File: src/rtl/wdog_keyed_pkg.sv
package wdog_keyed_pkg;

    localparam logic [7:0] CNT_KEY = 8'h5A;
    localparam logic [7:0] CSR_KEY = 8'hA5;

    typedef enum logic {
        REG_COUNT = 1'b0,
        REG_CTRL  = 1'b1
    } reg_sel_e;

    typedef struct packed {
        logic       run;
        logic       ovf;
        logic [2:0] div;
    } ctrl_t;

    // Terminal count of the prescaler for a given shift and select.
    function automatic logic [31:0] div_limit(input int shift, input logic [2:0] div);
        return (32'd1 << (shift + int'(div))) - 32'd1;
    endfunction

    function automatic logic [7:0] ctrl_to_byte(input ctrl_t c);
        return {c.run, c.ovf, 3'b000, c.div};
    endfunction

endpackage

File: src/rtl/wdog_key_gate.sv
module wdog_key_gate
    import wdog_keyed_pkg::*;
#(
    parameter bit WIDE_BUS = 1'b0,
    localparam int BW = WIDE_BUS ? 32 : 16
) (
    input  logic          clk,
    input  logic          rst,
    input  logic          wr,
    input  logic          addr,
    input  logic [BW-1:0] wdata,
    output logic          cnt_we,
    output logic          ctrl_we,
    output logic [7:0]    wbyte
);
    logic [7:0] key;
    logic       unused_mid;

    generate
        if (WIDE_BUS) begin : g_wide
            assign key = wdata[31:24];
        end else begin : g_narrow
            assign key = wdata[15:8];
        end
    endgenerate

    assign unused_mid = ^wdata;
    assign wbyte      = wdata[7:0];
    assign cnt_we     = wr && (reg_sel_e'(addr) == REG_COUNT) && (key == CNT_KEY);
    assign ctrl_we    = wr && (reg_sel_e'(addr) == REG_CTRL)  && (key == CSR_KEY);

    // a key mismatch never yields a write strobe
    assert_bad_key_R4: assert property (@(posedge clk) disable iff (rst)
        (wr && key != CNT_KEY && key != CSR_KEY) |-> !(cnt_we || ctrl_we));

    assert_one_strobe_R4: assert property (@(posedge clk) disable iff (rst)
        $countones({cnt_we, ctrl_we}) <= 1);

endmodule

File: src/rtl/wdog_prescaler.sv
module wdog_prescaler
    import wdog_keyed_pkg::*;
#(
    parameter int PRE_SHIFT = 5,
    localparam int PRE_W = PRE_SHIFT + 8
) (
    input  logic       clk,
    input  logic       rst,
    input  logic       run,
    input  logic [2:0] div,
    input  logic       restart,
    output logic       tick
);
    logic [PRE_W-1:0] pre_cnt;
    logic [31:0]      lim32;
    logic             unused_lim;

    assign lim32      = div_limit(PRE_SHIFT, div);
    assign unused_lim = ^lim32;
    assign tick       = run && !restart && (pre_cnt == lim32[PRE_W-1:0]);

    always_ff @(posedge clk) begin
        if (rst || !run || restart || tick) begin
            pre_cnt <= '0;
        end else begin
            pre_cnt <= pre_cnt + 1'b1;
        end
    end

    // no tick while stopped
    assert_tick_needs_run_R6: assert property (@(posedge clk) disable iff (rst)
        tick |-> run);

    // a restart puts the divider back at zero
    assert_restart_clears_R9: assert property (@(posedge clk) disable iff (rst)
        restart |=> pre_cnt == '0);

endmodule

File: src/rtl/wdog_counter.sv
module wdog_counter (
    input  logic       clk,
    input  logic       rst,
    input  logic       load,
    input  logic [7:0] load_val,
    input  logic       tick,
    output logic [7:0] cnt,
    output logic       wrap
);
    always_ff @(posedge clk) begin
        if (rst) begin
            cnt  <= 8'h00;
            wrap <= 1'b0;
        end else begin
            wrap <= tick && !load && (cnt == 8'hFF);
            if (load) begin
                cnt <= load_val;
            end else if (tick) begin
                cnt <= cnt + 8'h01;
            end
        end
    end

    // a keyed counter write lands on the next edge
    assert_load_value_R2: assert property (@(posedge clk) disable iff (rst)
        load |=> cnt == $past(load_val));

    // without a tick or load the count holds
    assert_hold_no_tick_R6: assert property (@(posedge clk) disable iff (rst)
        (!load && !tick) |=> $stable(cnt));

    // the wrap pulse lasts one cycle and leaves the count at zero
    assert_pulse_single_R7: assert property (@(posedge clk) disable iff (rst)
        wrap |=> !wrap);

    assert_pulse_at_zero_R7: assert property (@(posedge clk) disable iff (rst)
        wrap |-> cnt == 8'h00);

endmodule

File: src/rtl/wdog_keyed.sv
module wdog_keyed
    import wdog_keyed_pkg::*;
#(
    parameter int PRE_SHIFT = 5,
    parameter bit WIDE_BUS  = 1'b0,
    localparam int BW = WIDE_BUS ? 32 : 16
) (
    input  logic          clk,
    input  logic          rst,
    input  logic          bus_wr,
    input  logic          bus_addr,
    input  logic [BW-1:0] bus_wdata,
    output logic [7:0]    bus_rdata,
    output logic          wdt_pulse_o
);
    logic       cnt_we;
    logic       ctrl_we;
    logic [7:0] wbyte;
    logic       div_change;
    logic       restart;
    logic       tick;
    logic [7:0] cnt;
    logic       wrap;
    ctrl_t      ctrl;

    wdog_key_gate #(.WIDE_BUS(WIDE_BUS)) u_gate (
        .clk     (clk),
        .rst     (rst),
        .wr      (bus_wr),
        .addr    (bus_addr),
        .wdata   (bus_wdata),
        .cnt_we  (cnt_we),
        .ctrl_we (ctrl_we),
        .wbyte   (wbyte)
    );

    assign div_change = ctrl_we && (wbyte[2:0] != ctrl.div);
    assign restart    = cnt_we || div_change;

    wdog_prescaler #(.PRE_SHIFT(PRE_SHIFT)) u_pre (
        .clk     (clk),
        .rst     (rst),
        .run     (ctrl.run),
        .div     (ctrl.div),
        .restart (restart),
        .tick    (tick)
    );

    wdog_counter u_cnt (
        .clk      (clk),
        .rst      (rst),
        .load     (cnt_we),
        .load_val (wbyte),
        .tick     (tick),
        .cnt      (cnt),
        .wrap     (wrap)
    );

    always_ff @(posedge clk) begin
        if (rst) begin
            ctrl <= '0;
        end else begin
            if (ctrl_we) begin
                ctrl.run <= wbyte[7];
                ctrl.div <= wbyte[2:0];
            end
            if (tick && !cnt_we && cnt == 8'hFF) begin
                ctrl.ovf <= 1'b1;
            end else if (ctrl_we && !wbyte[6]) begin
                ctrl.ovf <= 1'b0;
            end
        end
    end

    assign bus_rdata   = (reg_sel_e'(bus_addr) == REG_COUNT) ? cnt : ctrl_to_byte(ctrl);
    assign wdt_pulse_o = wrap;

    // the pulse is always accompanied by the latched flag
    assert_flag_with_pulse_R7: assert property (@(posedge clk) disable iff (rst)
        wdt_pulse_o |-> ctrl.ovf);

    // writing a one to the flag never clears it
    assert_flag_keep_R8: assert property (@(posedge clk) disable iff (rst)
        (ctrl_we && wbyte[6] && ctrl.ovf) |=> ctrl.ovf);

    // an unkeyed cycle leaves the control register alone apart from the flag
    assert_ctrl_stable_R4: assert property (@(posedge clk) disable iff (rst)
        !ctrl_we |=> (ctrl.run == $past(ctrl.run) && ctrl.div == $past(ctrl.div)));

endmodule

File: config.mk
export PLATFORM = sky130hd
export DESIGN_NAME = wdog_keyed
export DESIGN_NICKNAME = d
export VERILOG_FILES = /design/src/rtl/wdog_keyed_pkg.sv /design/src/rtl/wdog_key_gate.sv /design/src/rtl/wdog_prescaler.sv /design/src/rtl/wdog_counter.sv /design/src/rtl/wdog_keyed.sv
export SDC_FILE = /design/constraint.sdc
export NUM_CORES = 1
export LEC_CHECK = 0
export BUFFER_PORTS_ARGS = -buffer_cell sky130_fd_sc_hd__buf_2
export CORE_MARGIN = 4
export CORE_UTILIZATION = 25
export CTS_BUF_LIST = sky130_fd_sc_hd__clkbuf_8 sky130_fd_sc_hd__clkbuf_16
export DETAILED_ROUTE_END_ITERATION = 8
export PLACE_DENSITY = 0.46
export SLEW_MARGIN = 20
export SYNTH_ARGS = -nofsm -noshare
export SYNTH_HDL_FRONTEND = slang
export SYNTH_HIERARCHICAL = 1
export SYNTH_SLANG_ARGS = --single-unit
File: constraint.sdc
create_clock -name clk -period 4.61 [get_ports clk]
set_input_delay 0.922 -clock clk [delete_from_list [all_inputs] [get_ports clk]]
set_output_delay 0.922 -clock clk [all_outputs]
set_load 0.05 [all_outputs]
# Word level (Yosys, flattened, before mapping)
# Index checks and enable logic that the tools add are counted.
# word_totals
out_inout_bits,9
word_cells,42
memories,0
ramBits,0
reg_bits,27
rom_bits,0
latchBits,0
# classes
reduce_logical,20
magnitude_cmp,0
mux,5
multipliers,0
n_eq_ne,5
n_addsub,4
n_div,0
bitwise_logic,1
shift,1
# op_table
operator,count
$shl A1 B32 Y13 const A,1
$mux W8,3
$eq A8 B8 Y1 const B,2
$add A13 B1 Y13 const B,1
$eq A13 B13 Y1,1
$sub A13 B1 Y13 const B,1
$logic_and A1 B1 Y1,10
$add A8 B1 Y8 const B,1
$eq A8 B7 Y1 const B,1
$add A3 B3 Y4 const A,1
$logic_not A1 Y1,4
$logic_or A1 B1 Y1,4
$reduce_bool A2 Y1,2
$ne A3 B3 Y1,1
$mux W1,2
$not A1 Y1,1

# Logic depth before layout (Yosys ltp)
# depth
word_depth,10
ltp_mapped,13
ltp_nobuf,10

# By module
# The synthesis kept the hierarchy.
# modules_own_cells
module,cells_per_inst,instances,area_per_inst_um2,seq_area_each_um2
wdog_prescaler,91,1,824.5,260.2
wdog_counter,57,1,490.5,180.2
wdog_keyed,34,1,342.8,100.1
wdog_key_gate,14,1,125.1,0.0

# Worst setup path before layout
# OpenSTA, ideal clock, no wires.
# synth_path
path_type,input port to flip-flop
startpoint,input bus_wdata[2]
endpoint,register u_cnt.cnt[7]
stages,13
setup_time_ns,0.079
slack_ns,1.068
path_buffers,3
t_arrival_ns,3.463
path_cell_list,buf_4 > xnor2_1 > nand3_1 > a21o_1 > nand2b_1 > nor4b_1 > o221a_2 > buf_2 > and2_1 > buf_4 > or3b_1 > or4_1 > o211ai_1
# synth_between
elab_chain_cells,7
# synth_rtl
item,line_no,source
from (decl),wdog_keyed.sv:12,"input logic [BW-1:0] bus_wdata,"
$ne A3 B3 Y1,wdog_keyed.sv:37,assign div_change = ctrl_we && (wbyte[2:0] != ctrl.div);
$logic_and A1 B1 Y1,wdog_keyed.sv:37,
$logic_or A1 B1 Y1,wdog_keyed.sv:38,assign restart = cnt_we || div_change;
via restart,wdog_keyed.sv:20,logic restart;
$logic_not A1 Y1,wdog_prescaler.sv:20,assign tick = run && !restart && (pre_cnt == lim32[PRE_W-1:0]);
$logic_and A1 B1 Y1 (2 in series),wdog_prescaler.sv:20,
via tick,wdog_keyed.sv:21,logic tick;
$reduce_bool A2 Y1 (no line),--,
to (signal assigned),wdog_counter.sv:17,cnt <= load_val;
to (signal assigned),wdog_counter.sv:19,cnt <= cnt + 8'h01;
to (decl),wdog_counter.sv:7,"output logic [7:0] cnt,"
# The timed path passes the listed nets, and every way through them passes these cells.
# A chain may end at the register's enable or synchronous reset.

# Worst setup path in the final report
# layout_path
startpoint,input bus_addr
endpoint,register u_cnt.cnt[7]
# layout_between
elab_chain_cells,8
# layout_rtl
item,line_no,source
from (decl),wdog_keyed.sv:11,"input logic bus_addr,"
$not A1 Y1,wdog_key_gate.sv:29,assign cnt_we = wr && (reg_sel_e'(addr) == REG_COUNT) && (key == CNT_KEY);
$logic_and A1 B1 Y1 (2 in series),wdog_key_gate.sv:29,
via cnt_we,wdog_keyed.sv:16,logic cnt_we;
$logic_or A1 B1 Y1,wdog_keyed.sv:38,
via restart,wdog_keyed.sv:20,
$logic_not A1 Y1,wdog_prescaler.sv:20,
$logic_and A1 B1 Y1 (2 in series),wdog_prescaler.sv:20,
via tick,wdog_keyed.sv:21,
$reduce_bool A2 Y1 (no line),--,
# The timed path passes the listed nets, and every way through them passes these cells.

==> results.md <==
* Count of different cell masters after synthesis at 50
* Total track usage at 10.1%
* Arr. time, crit path at 3.85 ns
* Worst Hold Class: flop to flop
* Setup repair after global routing missed its margin: no
* Outcome: finished clean
* Worst Max-Slew Pin Slew at 0.841 ns
* Die area at ~8500 sq um
* Setup TNS at 0 ns
* Chip width at 92.5 um
* Simple-gate share of the synthesized area at 25.8%
* Layout cells sized above 1 at 22.9%
* Reg-to-Reg Start: ctrl[1]
* Final weighted congestion in routability-driven placement at between 0.7 and 0.8
* Ports placed on the boundary at 29
* Via count at 1483
* Xor-xnor portion of the synthesized cell area at 9.33%
* Worst Reg-to-Reg Cells at 10
* Post-CTS Resized at 0
* Async set-or-reset flop fraction in the synthesized netlist at 0%
* Number of buffers on the longest clock path at 2
* Total power after layout at 0.000389 W
* TritonCTS Buffers at 3
* Worst max-slew margin expressed relative to the limit at around 44%
* CTS hold repair buffers at 0
* Sink of the worst hold path: ctrl[3]
* Count of yosys warnings during synthesis at 6
* Gate Count Post-Synth at 196
* Clock Tree Root: sky130_fd_sc_hd__clkbuf_8
* Detailed-router iteration count before antenna repair at 4
* Register-to-register setup slack at 1.17 ns
* Vias in the first global route at 1510
* Worst vdd ir at around 0.11 mV
* Port Buffer Count at 28
* Top flip-flop cell by instance count after synthesis: sky130_fd_sc_hd__dfxtp_1
* Compound-cell area share of the yosys netlist at 17.2%
* Number of levels the H-tree was split into at 1
* Delay of the slowest cell on the worst path at 0.51 ns
* Synthesized area divided by synthesized cell count at 9.10 sq um
* Max-slew violations at 0
* Maximum fanout count along the critical path at 14
* Dominant combinational cell family by area after synthesis: simple AND/OR/NAND/NOR gates
* Mux cell area share after synthesis at 6.04%
* Worst-Skew Late Latency at 0.27 ns
* Final min period at 3.65 ns
* Global-route wire length before repair at 7.19 mm
* Vertical extent of the die at 92.5 um
* Max Fclk at 274 MHz
* Final-report hold violation count at 0
* Core Rows at 30
* Post-Synth Adder-Cell Area at around 2.1%
* Post-route antenna net violation count at 0
* Class of the most critical setup path: primary input to flop
* Number of synthesized flops with an enable pin at 0
* Type of element launching the critical path: primary input
* Crit-path cells: buf_2, nor4bb_1, and4b_1, a21o_1, nand2b_1, nor4b_1, o221a_2, and2_1, or3b_1, or4_1, o211ai_1
* Routed via count divided by cell count at 4.85
* Hold path depth at 2
* Power per cell area at 199 nW/um^2
* Final period util at 79.1%
* Worst path required time at 4.81 ns
* Number of buffers inserted by post-CTS setup repair at 0
* Setup violators final at 0
* WL final at 4.10 mm
* Ant. Diodes at 0
* Std-Cell Core Area at 6870 sq um
* Initial cell density of the core at 26.0%
* Gr ovfl total at 0
* Pin count of the biggest net entering global routing at 20
* Critical Path Sink Type: flop
* Max-cap violations at 0
* Clock slew at reported path FFs at 0.10 ns
* FF-to-FF End: u_cnt/cnt[7]
* Sequential-to-total area share from yosys stat at 30.3%
* Lkg Pwr at 0.653 nW
* Detailed router's first-iteration violation count at 77
* TritonCTS clock tree: built
* Post-Syn Area at 1780 sq um
* Area growth from synthesis to layout at 9.54%
* Clock sink total at 27
* Detailed placement HPWL at around 3 mm
* Clk_skew at approximately 0.006 ns
* Library cell contributing the largest single delay on the critical path: sky130_fd_sc_hd__or4_1
* Routed WL per cell at about 13 um
* Total of flip-flops plus latches after synthesis at 27
* Antenna violations before repair at 0
* Detailed-route DRC error count at 0
* Nets in the synthesized netlist at approximately 220
* Number of nets in the layout at 234
* Hold path startpoint: ctrl[3]
## worst max path at each step
stage                              end  slack, ns    startpoint  depth (start not counted)
final                     u_cnt/cnt[7]       0.96      bus_addr                         11
after detailed placement  u_cnt/cnt[7]       0.67      bus_addr                         11
after floorplan           u_cnt/cnt[7]       1.07  bus_wdata[2]                         13
after global routing      u_cnt/cnt[7]       0.78      bus_addr                         11
after CTS                 u_cnt/cnt[7]       0.95      bus_addr                         11
after global placement    u_cnt/cnt[7]       0.73      bus_addr                         11
## sequential cells by signal, indices dropped and copies added (netlist names)
signal,cells
u_cnt/cnt,8
u_cnt/wrap,1
ctrl,5
u_pre/pre_cnt,13
## stage by stage
stage / instance area [sq um] / utilization [%] / instances / setup slack [ns] / hold WS (ns)
2_1_floorplan: 1780 / - / 196 / 1.07 / 0.461
3_3_place_gp: 1910 / 27.8 / 302 / 0.731 / 0.491
3_5_place_dp: 1910 / 27.8 / 302 / 0.665 / 0.493
4_1_cts: 1950 / 28.4 / 306 / 0.955 / 0.521
5_1_grt: 1950 / 28.4 / 306 / 0.782 / 0.539
6_report: 1950 / 28.4 / 306 / 0.961 / 0.515
## layer usage
metal | vias to the layer above | GRT usage [%] | routed length, um
li1 | 745 | - | -
met1 | 706 | 12.5 | 1950
met2 | 26 | 17.5 | 1930
met3 | 6 | 2.19 | 139
met4 | 0 | 2.97 | 80
met5 | - | 0 | 0
## cells in the mapped netlist (4+ instances only)
cell	count	area, sq um
sky130_fd_sc_hd__a211oi_1	15	113
sky130_fd_sc_hd__a21oi_1	5	25.0
sky130_fd_sc_hd__buf_4	10	75.1
sky130_fd_sc_hd__buf_6	4	45.0
sky130_fd_sc_hd__dfxtp_1	27	541
sky130_fd_sc_hd__inv_1	5	18.8
sky130_fd_sc_hd__mux2_2	6	67.6
sky130_fd_sc_hd__mux2i_1	4	40.0
sky130_fd_sc_hd__nand2_1	13	48.8
sky130_fd_sc_hd__nand3_1	10	50.1
sky130_fd_sc_hd__nand4_1	7	43.8
sky130_fd_sc_hd__nor2_1	11	41.3
sky130_fd_sc_hd__nor3_1	5	25.0
sky130_fd_sc_hd__o211ai_1	5	37.5
sky130_fd_sc_hd__xnor2_1	12	105
sky130_fd_sc_hd__xor2_1	7	61.3
## worst max-delay path: cells and delay by family
family / cells / cell delay [ns]
buf+inv: 1 / 0.20
simple gates: 7 / 2.08
compound gates: 3 / 0.66
## cell usage in the layout, fill, tap and decap left out, types with 4 or more instances in the layout
cell type / n
sky130_fd_sc_hd__buf_2: 28
sky130_fd_sc_hd__dfxtp_1: 27
sky130_fd_sc_hd__a211oi_1: 15
sky130_fd_sc_hd__nand2_1: 13
sky130_fd_sc_hd__xnor2_1: 12
sky130_fd_sc_hd__nor2_1: 11
sky130_fd_sc_hd__nand3_1: 10
sky130_fd_sc_hd__nand4_1: 7
sky130_fd_sc_hd__xor2_1: 7
sky130_fd_sc_hd__mux2_2: 6
sky130_fd_sc_hd__inv_1: 6
sky130_fd_sc_hd__a21oi_1: 5
sky130_fd_sc_hd__o211ai_1: 5
sky130_fd_sc_hd__nor3_1: 5
sky130_fd_sc_hd__mux2i_1: 4
## power by group
part	internal (W)	switching, W
combinational	0.0000101	0.00000962
sequential	0.000233	0.000000200
clock	0.0000598	0.0000764
total	0.000303	0.0000862
## kinds of logic (layout without fill, tap and decap cells)
group / count (synthesis) / after routing
AOI/OAI and AO/OA: 38 / 38
xor gates and xnor gates: 19 / 19
DFF: 27 / 27
adders and majority gates: 3 / 3
buffers and inverters: 25 / 39
muxes: 10 / 10
and+or+nand+nor: 74 / 74
## cell type report
class                   instances  area (sq um)
clock buffers                   3          41.3
repair buffers                 29           148
flip-flops and latches         27           541
well taps                      96           120
multi-input cells             144          1080
inverters                       6          22.5
clock inverters                 1          3.75
fillers                       748          4920
(Power assumes the default switching activity.)
